**src/rtl/mprx_pkg.sv**
```systemverilog
package mprx_pkg;
    typedef enum logic [2:0] {
        RX_IDLE,
        RX_START,
        RX_DATA,
        RX_NINTH,
        RX_STOP
    } rx_state_e;
endpackage

```
**src/rtl/mprx_sampler.sv**
```systemverilog
// Line synchronizer, edge detector and three-sample majority window.
module mprx_sampler #(
    parameter int STAGES = 2,
    parameter int VOTES  = 3
) (
    input  logic clk,
    input  logic rst_n,
    input  logic tick,
    input  logic rxd,
    output logic fall,
    output logic maj
);
    logic [STAGES-1:0] sync_q;
    logic              prev_q;
    logic [VOTES-1:0]  win_q;
    logic              line;

    assign line = sync_q[STAGES-1];

    always_ff @(posedge clk or negedge rst_n) begin
        if (!rst_n) begin
            sync_q <= '1;
            prev_q <= 1'b1;
            win_q  <= '1;
        end else begin
            sync_q <= {sync_q[STAGES-2:0], rxd};
            prev_q <= line;
            if (tick) win_q <= {win_q[VOTES-2:0], line};
        end
    end

    assign fall = prev_q & ~line;
    assign maj  = ($countones(win_q) > (VOTES / 2));
endmodule

```
**src/rtl/mprx_fsm.sv**
```systemverilog
// Frame sequencer: start qualification, bit timing and shifting.
module mprx_fsm
    import mprx_pkg::*;
#(
    parameter int OSR = 16,
    parameter int DW  = 8
) (
    input  logic          clk,
    input  logic          rst_n,
    input  logic          tick,
    input  logic          fall,
    input  logic          maj,
    input  logic          rx_en,
    input  logic          mode_all,
    output logic          busy,
    output logic          done,
    output logic [DW-1:0] shreg,
    output logic          nine,
    output logic          stop_bit
);
    localparam int CW  = $clog2(OSR);
    localparam int BW  = (DW > 1) ? $clog2(DW) : 1;
    localparam int MID = OSR / 2;

    rx_state_e state, nxt;
    logic [CW-1:0] cnt;
    logic [BW-1:0] bitn;
    logic          mode_d;
    logic          abort, last, midp;

    assign abort = !rx_en || (mode_all != mode_d);
    assign last  = tick && (cnt == CW'(OSR - 1));
    assign midp  = tick && (cnt == CW'(MID - 1));
    assign busy  = (state != RX_IDLE);

    always_ff @(posedge clk or negedge rst_n) begin
        if (!rst_n) state <= RX_IDLE;
        else        state <= nxt;
    end

    always_comb begin
        nxt = state;
        if (abort) begin
            nxt = RX_IDLE;
        end else begin
            unique case (state)
                RX_IDLE:  if (fall) nxt = RX_START;
                RX_START: if (midp) nxt = maj ? RX_IDLE : RX_DATA;
                RX_DATA:  if (last && bitn == BW'(DW - 1)) nxt = RX_NINTH;
                RX_NINTH: if (last) nxt = RX_STOP;
                RX_STOP:  if (last) nxt = RX_IDLE;
                default:  nxt = RX_IDLE;
            endcase
        end
    end

    always_ff @(posedge clk or negedge rst_n) begin
        if (!rst_n) begin
            cnt      <= '0;
            bitn     <= '0;
            mode_d   <= 1'b0;
            shreg    <= '0;
            nine     <= 1'b0;
            stop_bit <= 1'b1;
            done     <= 1'b0;
        end else begin
            mode_d <= mode_all;
            done   <= 1'b0;
            if (nxt != state)   cnt <= '0;
            else if (last)      cnt <= '0;
            else if (tick)      cnt <= cnt + 1'b1;
            if (state == RX_IDLE) bitn <= '0;
            if (state == RX_DATA && last) begin
                shreg <= {maj, shreg[DW-1:1]};
                bitn  <= bitn + 1'b1;
            end
            if (state == RX_NINTH && last) nine <= maj;
            if (state == RX_STOP && last && !abort) begin
                stop_bit <= maj;
                done     <= 1'b1;
            end
        end
    end
endmodule

```
**src/rtl/mprx_flags.sv**
```systemverilog
// Acceptance filter, parity evaluation and host-visible result registers.
module mprx_flags #(
    parameter int DW = 8
) (
    input  logic          clk,
    input  logic          rst_n,
    input  logic          done,
    input  logic [DW-1:0] shreg,
    input  logic          nine,
    input  logic          stop_bit,
    input  logic          mode_all,
    input  logic          par_en,
    input  logic          par_odd,
    input  logic          rx_clr,
    output logic [DW-1:0] rx_data,
    output logic          rx_bit9,
    output logic          rx_flag,
    output logic          frame_err,
    output logic          overrun
);
    logic accept, perr;

    assign accept = done && (mode_all || nine);
    assign perr   = (^shreg) ^ nine ^ par_odd;

    always_ff @(posedge clk or negedge rst_n) begin
        if (!rst_n) begin
            rx_data   <= '0;
            rx_bit9   <= 1'b0;
            rx_flag   <= 1'b0;
            frame_err <= 1'b0;
            overrun   <= 1'b0;
        end else begin
            if (rx_clr) begin
                rx_flag <= 1'b0;
                overrun <= 1'b0;
            end
            if (accept) begin
                rx_data   <= shreg;
                rx_bit9   <= (mode_all && par_en) ? perr : nine;
                frame_err <= ~stop_bit;
                rx_flag   <= 1'b1;
                if (rx_flag && !rx_clr) overrun <= 1'b1;
            end
        end
    end
endmodule

```
**src/rtl/mp_uart_rx.sv**
```systemverilog
module mp_uart_rx #(
    parameter int OSR = 16,
    parameter int DW  = 8
) (
    input  logic          clk,
    input  logic          rst_n,
    input  logic          tick,
    input  logic          rxd,
    input  logic          rx_en,
    input  logic          mode_all,
    input  logic          par_en,
    input  logic          par_odd,
    input  logic          rx_clr,
    output logic [DW-1:0] rx_data,
    output logic          rx_bit9,
    output logic          rx_flag,
    output logic          frame_err,
    output logic          overrun
);
    logic          fall, maj, busy, done, nine, stop_bit;
    logic [DW-1:0] shreg;

    mprx_sampler #(.STAGES(2), .VOTES(3)) u_samp (
        .clk(clk), .rst_n(rst_n), .tick(tick), .rxd(rxd),
        .fall(fall), .maj(maj)
    );

    mprx_fsm #(.OSR(OSR), .DW(DW)) u_fsm (
        .clk(clk), .rst_n(rst_n), .tick(tick), .fall(fall), .maj(maj),
        .rx_en(rx_en), .mode_all(mode_all), .busy(busy), .done(done),
        .shreg(shreg), .nine(nine), .stop_bit(stop_bit)
    );

    mprx_flags #(.DW(DW)) u_flags (
        .clk(clk), .rst_n(rst_n), .done(done), .shreg(shreg), .nine(nine),
        .stop_bit(stop_bit), .mode_all(mode_all), .par_en(par_en),
        .par_odd(par_odd), .rx_clr(rx_clr), .rx_data(rx_data),
        .rx_bit9(rx_bit9), .rx_flag(rx_flag), .frame_err(frame_err),
        .overrun(overrun)
    );
endmodule

```
**config.mk**
```make
export PLATFORM = sky130hd
export DESIGN_NAME = mp_uart_rx
export DESIGN_NICKNAME = d
export VERILOG_FILES = /design/src/rtl/mprx_pkg.sv /design/src/rtl/mprx_sampler.sv /design/src/rtl/mprx_fsm.sv /design/src/rtl/mprx_flags.sv /design/src/rtl/mp_uart_rx.sv
export SDC_FILE = /design/constraint.sdc
export NUM_CORES = 1
export LEC_CHECK = 0
export ABC_AREA = 1
export ABC_CLOCK_PERIOD_IN_PS = 1910
export BUFFER_PORTS_ARGS = -buffer_cell sky130_fd_sc_hd__clkbuf_2
export CAP_MARGIN = 20
export CORE_AREA = 2 2 92 94
export CTS_BUF_LIST = sky130_fd_sc_hd__clkbuf_4 sky130_fd_sc_hd__clkbuf_8 sky130_fd_sc_hd__clkbuf_16
export DETAILED_ROUTE_END_ITERATION = 7
export DIE_AREA = 0 0 94 96
export PLACE_DENSITY = 0.47
export SLEW_MARGIN = 10
export SYNTH_ARGS = -nofsm -noshare
export SYNTH_HDL_FRONTEND = slang
export SYNTH_SLANG_ARGS = --single-unit
```
**constraint.sdc**
```tcl
create_clock -name clk -period 1.91 [get_ports clk]
set_clock_uncertainty 0.15 [all_clocks]
set_input_delay 0.2865 -clock clk [delete_from_list [all_inputs] [get_ports clk]]
set_output_delay 0.2865 -clock clk [all_outputs]
set_load 0.02 [all_outputs]
```
# Word level (Yosys, flattened, before mapping)
# Index checks and enable logic that the tools add are counted.
[word_totals] wordCells=75 reg_bits=40 output_inout_bits=12
[op_classes] n_addsub=4 muxes=20 n_bitwise=5 order_cmp=1 n_eq_ne=9 n_reduce_logical=20
[ops] op="32-bit by 1-bit adder with 32-bit output" n=1
[ops] op="32-bit by 2-bit greater-than comparator with 1-bit output, second input constant" n=1
[ops] op="3-bit two-way mux" n=8
[ops] op="3-bit case mux with 5 select lines" n=1
[ops] op="4-bit two-way mux" n=3
[ops] op="1-bit logical AND" n=10
[ops] op="8-bit XOR reduction" n=1
[ops] op="1-bit two-way mux" n=7
[ops] op="3-bit by 2-bit equality test with 1-bit output, second input constant" n=2
[ops] op="3-bit equality test, second input constant" n=2
[ops] op="4-bit by 1-bit adder with 4-bit output, second input constant" n=1
[ops] op="4-bit by 3-bit equality test with 1-bit output, second input constant" n=1
[ops] op="4-bit equality test, second input constant" n=1
[ops] op="2-bit nonzero test" n=2
[ops] op="3-bit by 1-bit adder with 3-bit output, second input constant" n=1
[ops] op="3-bit by 1-bit equality test with 1-bit output, second input constant" n=1
[ops] op="1-bit logical NOT" n=3
[ops] op="3-bit logical NOT" n=1
[ops] op="3-bit != test" n=1
[ops] op="3-bit nonzero test" n=1
[ops] op="1-bit by 1-bit adder with 2-bit output" n=1
[ops] op="1-bit logical OR" n=2
[ops] op="2-bit two-way mux" n=1
[ops] op="1-bit inverter" n=2
[ops] op="other kinds (3)" n=4

# Longest topological paths before layout
[logic_depth] word_depth=9 depth_mapped=12 ltp_nobuf=12

# Cells and area by module
# A second synthesis with hierarchy kept.
[hier_totals] cells_unflattened=231 area_unflattened_um2=1939.4
[by_module_without_submodules] module="mprx_fsm" instances=1 seq_area_each_um2=551.8 area_per_inst_um2=1073.5 cells_each=125
[by_module_without_submodules] module="mprx_flags" instances=1 seq_area_each_um2=300.3 area_per_inst_um2=639.4 cells_each=84
[by_module_without_submodules] module="mprx_sampler" instances=1 seq_area_each_um2=157.7 area_per_inst_um2=226.5 cells_each=22

# Worst setup path after synthesis
# No wires, ideal clock.
[synth_path] path_type="flip-flop to flip-flop" startpoint="reg u_samp.win_q[0]" endpoint="reg u_fsm.cnt[3]" t_required_ps=1689 setup_slack_ps=146 stages_incl_launch_ff=9 setup_ps=71 t_arrival_ps=1542 cell_sequence="dfstp_2 > ha_1 > a21oi_1 > nand3_2 > a31oi_4 > nor2_2 > nor2_2 > nand2_2 > nor2_1"
[synth_between] elab_chain_cells=9 elab_cells_between_ends=10
[synth_lines] element="start: declaration" line_no="mprx_sampler.sv:15" rtl="logic [VOTES-1:0] win_q;"
[synth_lines] element="start signal: assignment" line_no="mprx_sampler.sv:28" rtl="if (tick) win_q <= {win_q[VOTES-2:0], line};"
[synth_lines] element="1-bit by 1-bit adder with 2-bit output (implied by the code) (*)" line_no="mprx_sampler.sv:33" rtl="assign maj = ($countones(win_q) > (VOTES / 2));"
[synth_lines] element="32-bit by 1-bit adder with 32-bit output (implied by the code) (*)" line_no="mprx_sampler.sv:33"
[synth_lines] element="32-bit by 2-bit greater-than comparator with 1-bit output (*)" line_no="mprx_sampler.sv:33"
[synth_lines] element="2-bit two-way mux (*)" line_no="mprx_fsm.sv:48" rtl="RX_START: if (midp) nxt = maj ? RX_IDLE : RX_DATA;"
[synth_lines] element="3-bit two-way mux (*)" line_no="mprx_fsm.sv:48"
[synth_lines] element="3-bit case mux with 5 select lines (*)" line_no="mprx_fsm.sv:46" rtl="unique case (state)"
[synth_lines] element="3-bit two-way mux (*)" line_no="mprx_fsm.sv:43" rtl="if (abort) begin"
[synth_lines] element="named net u_fsm.nxt[1]" line_no="mprx_fsm.sv:25" rtl="rx_state_e state, nxt;"
[synth_lines] element="3-bit != test (*)" line_no="mprx_fsm.sv:69" rtl="if (nxt != state) cnt <= '0;"
[synth_lines] element="3-bit nonzero test (no line) / 4-bit two-way mux (equally long branches)"
[synth_lines] element="end signal: assignment" line_no="mprx_fsm.sv:71" rtl="else if (tick) cnt <= cnt + 1'b1;"
[synth_lines] element="end: declaration" line_no="mprx_fsm.sv:26" rtl="logic [CW-1:0] cnt;"
# The timed path passes the listed nets; every way through them passes the cells marked *.
# A chain may end at the register's enable or synchronous reset.

# Worst setup path after layout
[layout_path] startpoint="reg u_samp.win_q[0]" endpoint="reg u_fsm.cnt[1]"
# The elaborated chain is that of the path after synthesis.

==> parameters.txt <==
Parameter                              Value

Status
  Outcome ... finished clean

CTS
  Number of buffers between clock root and the deepest sink ... 2
  Clock network latency to the later pin of the worst-skew pair ... about 0.30 ns
  Clock input transition at the sequential cells of the worst setup and hold paths ... around 0.090 ns
  Clk Tree Root Cell ... sky130_fd_sc_hd__clkbuf_8
  Count of H-tree levels built during CTS ... 2
  Total clock buffers created by CTS ... 5
  TritonCTS sink count ... 40
  Clock tree from TritonCTS ... done

Synth
  Post-synth net total ... 247
  Syn Area/Cell ... 8.36 um2
  Number of warning messages in the yosys log ... 0
  Fraction of the mapped netlist area in simple logic gates ... ~29%
  Portion of the post-synthesis area used by sequential elements ... 51.6%
  Summed instance area of the synthesized netlist ... approximately 0.002 mm2
  Compound-gate portion of the synthesized area ... a little under a tenth
  Instance count of the mapped netlist ... about 230
  EDFF count, synth ... 0
  Share of synthesized registers carrying an async set or reset ... 100%
  XOR/XNOR Fraction of Synth Area ... 0.448%
  Number of library cell types mapped by synthesis ... 28
  Multiplexer area fraction after synthesis ... 0%
  Combinational family with the most area after synthesis ... simple AND/OR/NAND/NOR gates
  Most used flip-flop cell after synthesis ... sky130_fd_sc_hd__dfrtp_1
  Number of flip-flops and latches in the synthesized netlist ... 40
  Share of synthesized cell area in full adder, half adder and majority cells ... 2.56%

Power
  Net switching share of the total power ... about a quarter
  Internal portion of total power ... 1.40 mW
  Part of the power in combinational logic ... 9.8%
  Clk network pwr share ... 39.9%
  Max IR drop VDD ... around 330 uV
  Flop pwr share ... roughly 50%
  Pwr Density ... 775 mW/mm2
  Net switching power ... roughly 460 uW
  Leakage power summed over all cells ... 1.21 nW

Place
  Total placed instance area ... around 0.0022 mm2
  Final RePlAce weighted congestion ... ~0.76
  Count of port buffers added during placement ... 20
  Placed wire-length estimate after detailed placement ... around 2700 um
  Placed instance count ... between 300 and 400
  Setup slack after placement ... roughly 0.13 ns

Timing
  Final WS setup ... 0.152 ns
  Headroom to the max-slew limit ... roughly 65%
  Unrepaired setup endpoints after global routing ... no
  Post-route clock period utilization ... slightly above 90%
  Total count of max-transition violations in the final report ... 0
  Setup_tns ... 0 ns
  Setup violations, final ... 0
  Max Clock Freq ... between 500 and 600 MHz
  Clock period minus final worst setup slack ... 1.76 ns
  Transition time at the pin with the least slew margin ... roughly 0.52 ns
  Count of endpoints failing hold in the final timing report ... 0
  Worst hold slack ... 0.0933 ns

Die
  Count of boundary I/O pins ... 21
  Initial Util ... roughly 24%
  Vertical extent of the die ... about 96 um
  DIE WIDTH ... approximately 94 um
  Number of standard-cell rows in the floorplan ... 33
  Floorplan Core Area ... a little over 0.008 mm2
  Die area ... approximately 0.009 mm2

Critical path
  Arrival time of data at the critical path endpoint ... 1.84 ns
  Worst-path fanout max ... 4
  Startpoint type of the worst setup path ... flip-flop
  Critical Path End Type ... flip-flop
  WS Path Type ... flip-flop to flip-flop
  CP required ... approximately 2.0 ns

GRT
  Overall global routing resource usage ... under 10%
  Number of global-route vias before repair ... about 1500
  First-pass GRT wire length ... a little under 7000 um
  Aggregate global routing overflow ... 0
  Initial antenna violation count ... 0
  Largest net degree at the start of global routing ... just over 40

Layout
  Non-filler instance count after layout ... ~370
  NumNets Final ... approximately 280
  Share of post-route cells with drive strength above 1 ... between 20 and 25%
  Most common cell after layout, fill and taps aside ... sky130_fd_sc_hd__nand2_1
  Antenna diode count ... 0
  Area growth from synthesis to final layout ... 22.6%
  Leading cell types in the layout, fill and taps excluded ... sky130_fd_sc_hd__nand2_1 (79), sky130_fd_sc_hd__dfrtp_1 (33), sky130_fd_sc_hd__inv_1 (32)
  Final cell area excluding filler cells ... approximately 0.0024 mm2

Drt
  Total wirelength of the detailed-routed design ... 3800 um
  Detailed router's first-iteration violation count ... between 50 and 60
  Total vias in the final route ... around 1500
  Pre-antenna DRT Iters ... 4
  Number of DRC violations after detailed routing ... 0
  Average routed wire per standard cell ... around 10 um
  Via density per instance ... between 4 and 5
  Residual antenna-violating net count after detailed routing ... 0

Job
  Max-capacitance violation count ... 0

Min path
  Hold WC Path Type ... input pin to flip-flop
through the flow:
stage               power [mW]  util, %
floorplan                 1.04        -
global placement          1.11     27.5
detailed placement        1.12     27.5
CTS                       1.87     29.4
global route              1.97     29.8
finish                    1.86     29.8
routing by layer:
layer	up-vias	global-route usage, %	wire length, um
met5	-	0	0
met1	692	12.1	1950
met3	6	2.82	178
li1	800	-	-
met2	33	15.5	1620
met4	0	4.35	50
repair_timing:
action	4_1_cts	5_1_grt
hold buffers	3	0
setup buffers	0	1
endpoints found under the setup margin	0	5
hold endpoints to repair	35	0
gates resized for setup	0	5
cells in the mapped netlist, types with 2 or more instances:
cell | n | area (um2)
sky130_fd_sc_hd__nand2_1 | 79 | 297
sky130_fd_sc_hd__dfrtp_1 | 33 | 826
sky130_fd_sc_hd__inv_1 | 32 | 120
sky130_fd_sc_hd__o21ai_0 | 25 | 125
sky130_fd_sc_hd__nand3_1 | 11 | 55.1
sky130_fd_sc_hd__nor2_1 | 10 | 37.5
sky130_fd_sc_hd__dfstp_2 | 7 | 184
sky130_fd_sc_hd__a21oi_1 | 4 | 20.0
sky130_fd_sc_hd__ha_1 | 4 | 50.1
sky130_fd_sc_hd__nand2_2 | 4 | 25.0
sky130_fd_sc_hd__nor3_1 | 4 | 20.0
sky130_fd_sc_hd__clkbuf_1 | 2 | 7.51
sky130_fd_sc_hd__nand4_1 | 2 | 12.5
sky130_fd_sc_hd__nor2_2 | 2 | 12.5
sky130_fd_sc_hd__nor3_2 | 2 | 20.0
cells by family (layout without fill, tap and decap cells):
group                      count (synthesis)  count (layout)
adders and majority gates                  4               4
xor gates and xnor gates                   1               1
buffers and inverters                     37              70
DFF                                       40              40
and+or+nand+nor                          120             120
AOI/OAI and AO/OA                         32              32
worst max-delay path: stages (launching register included):
cell and delay (ns):
sky130_fd_sc_hd__dfstp_2 0.55, sky130_fd_sc_hd__ha_1 0.24, sky130_fd_sc_hd__a21oi_2 0.16, sky130_fd_sc_hd__nand3_2 0.12, sky130_fd_sc_hd__a31oi_4 0.17, sky130_fd_sc_hd__nor2_2 0.05
sky130_fd_sc_hd__nor2_2 0.10, sky130_fd_sc_hd__nand2_2 0.07, sky130_fd_sc_hd__nor2_1 0.09
cell type report:
cell class / count / area [um2]
Fill cell: 879 / 5650
Tap cell: 105 / 131
Inverter: 34 / 129
Clock buffer: 6 / 82.6
Timing Repair Buffer: 28 / 189
Clock inverter: 2 / 38.8
Sequential cell: 40 / 1010
Multi-Input combinational cell: 157 / 818
final timing paths:
check | depth (start not counted) | end | startpoint | slack (ns)
min reg2reg | 0 | u_samp.sync_q[1] | u_samp.sync_q[0] | 0.21
min in group asynchronous | 3 | u_flags.rx_data[0] | rst_n | 0.43
min | 4 | u_flags.rx_flag | rx_clr | 0.09
max reg2reg | 8 | u_fsm.cnt[1] | u_samp.win_q[0] | 0.15
max | 8 | u_fsm.cnt[1] | u_samp.win_q[0] | 0.15
max in group asynchronous | 3 | u_samp.prev_q | rst_n | 0.80
state kept, by name (all words and copies together), names as in the netlist, 2 cells and up:
signal,count
u_flags.rx_data,8
u_fsm.shreg,8
u_samp.win_q,3
u_samp.sync_q,2
u_fsm.cnt,4
u_fsm.bitn,3
u_fsm.state,3
power groups by stage:
stage / sequential, mW / combinational [mW] / clock [mW]
after floorplan: 0.942 / 0.103 / 0
after global placement: 0.950 / 0.161 / 0
after detailed placement: 0.951 / 0.165 / 0
after CTS: 0.934 / 0.171 / 0.766
after global routing: 0.942 / 0.217 / 0.808
final: 0.936 / 0.183 / 0.741
(Power assumes the default switching activity.)
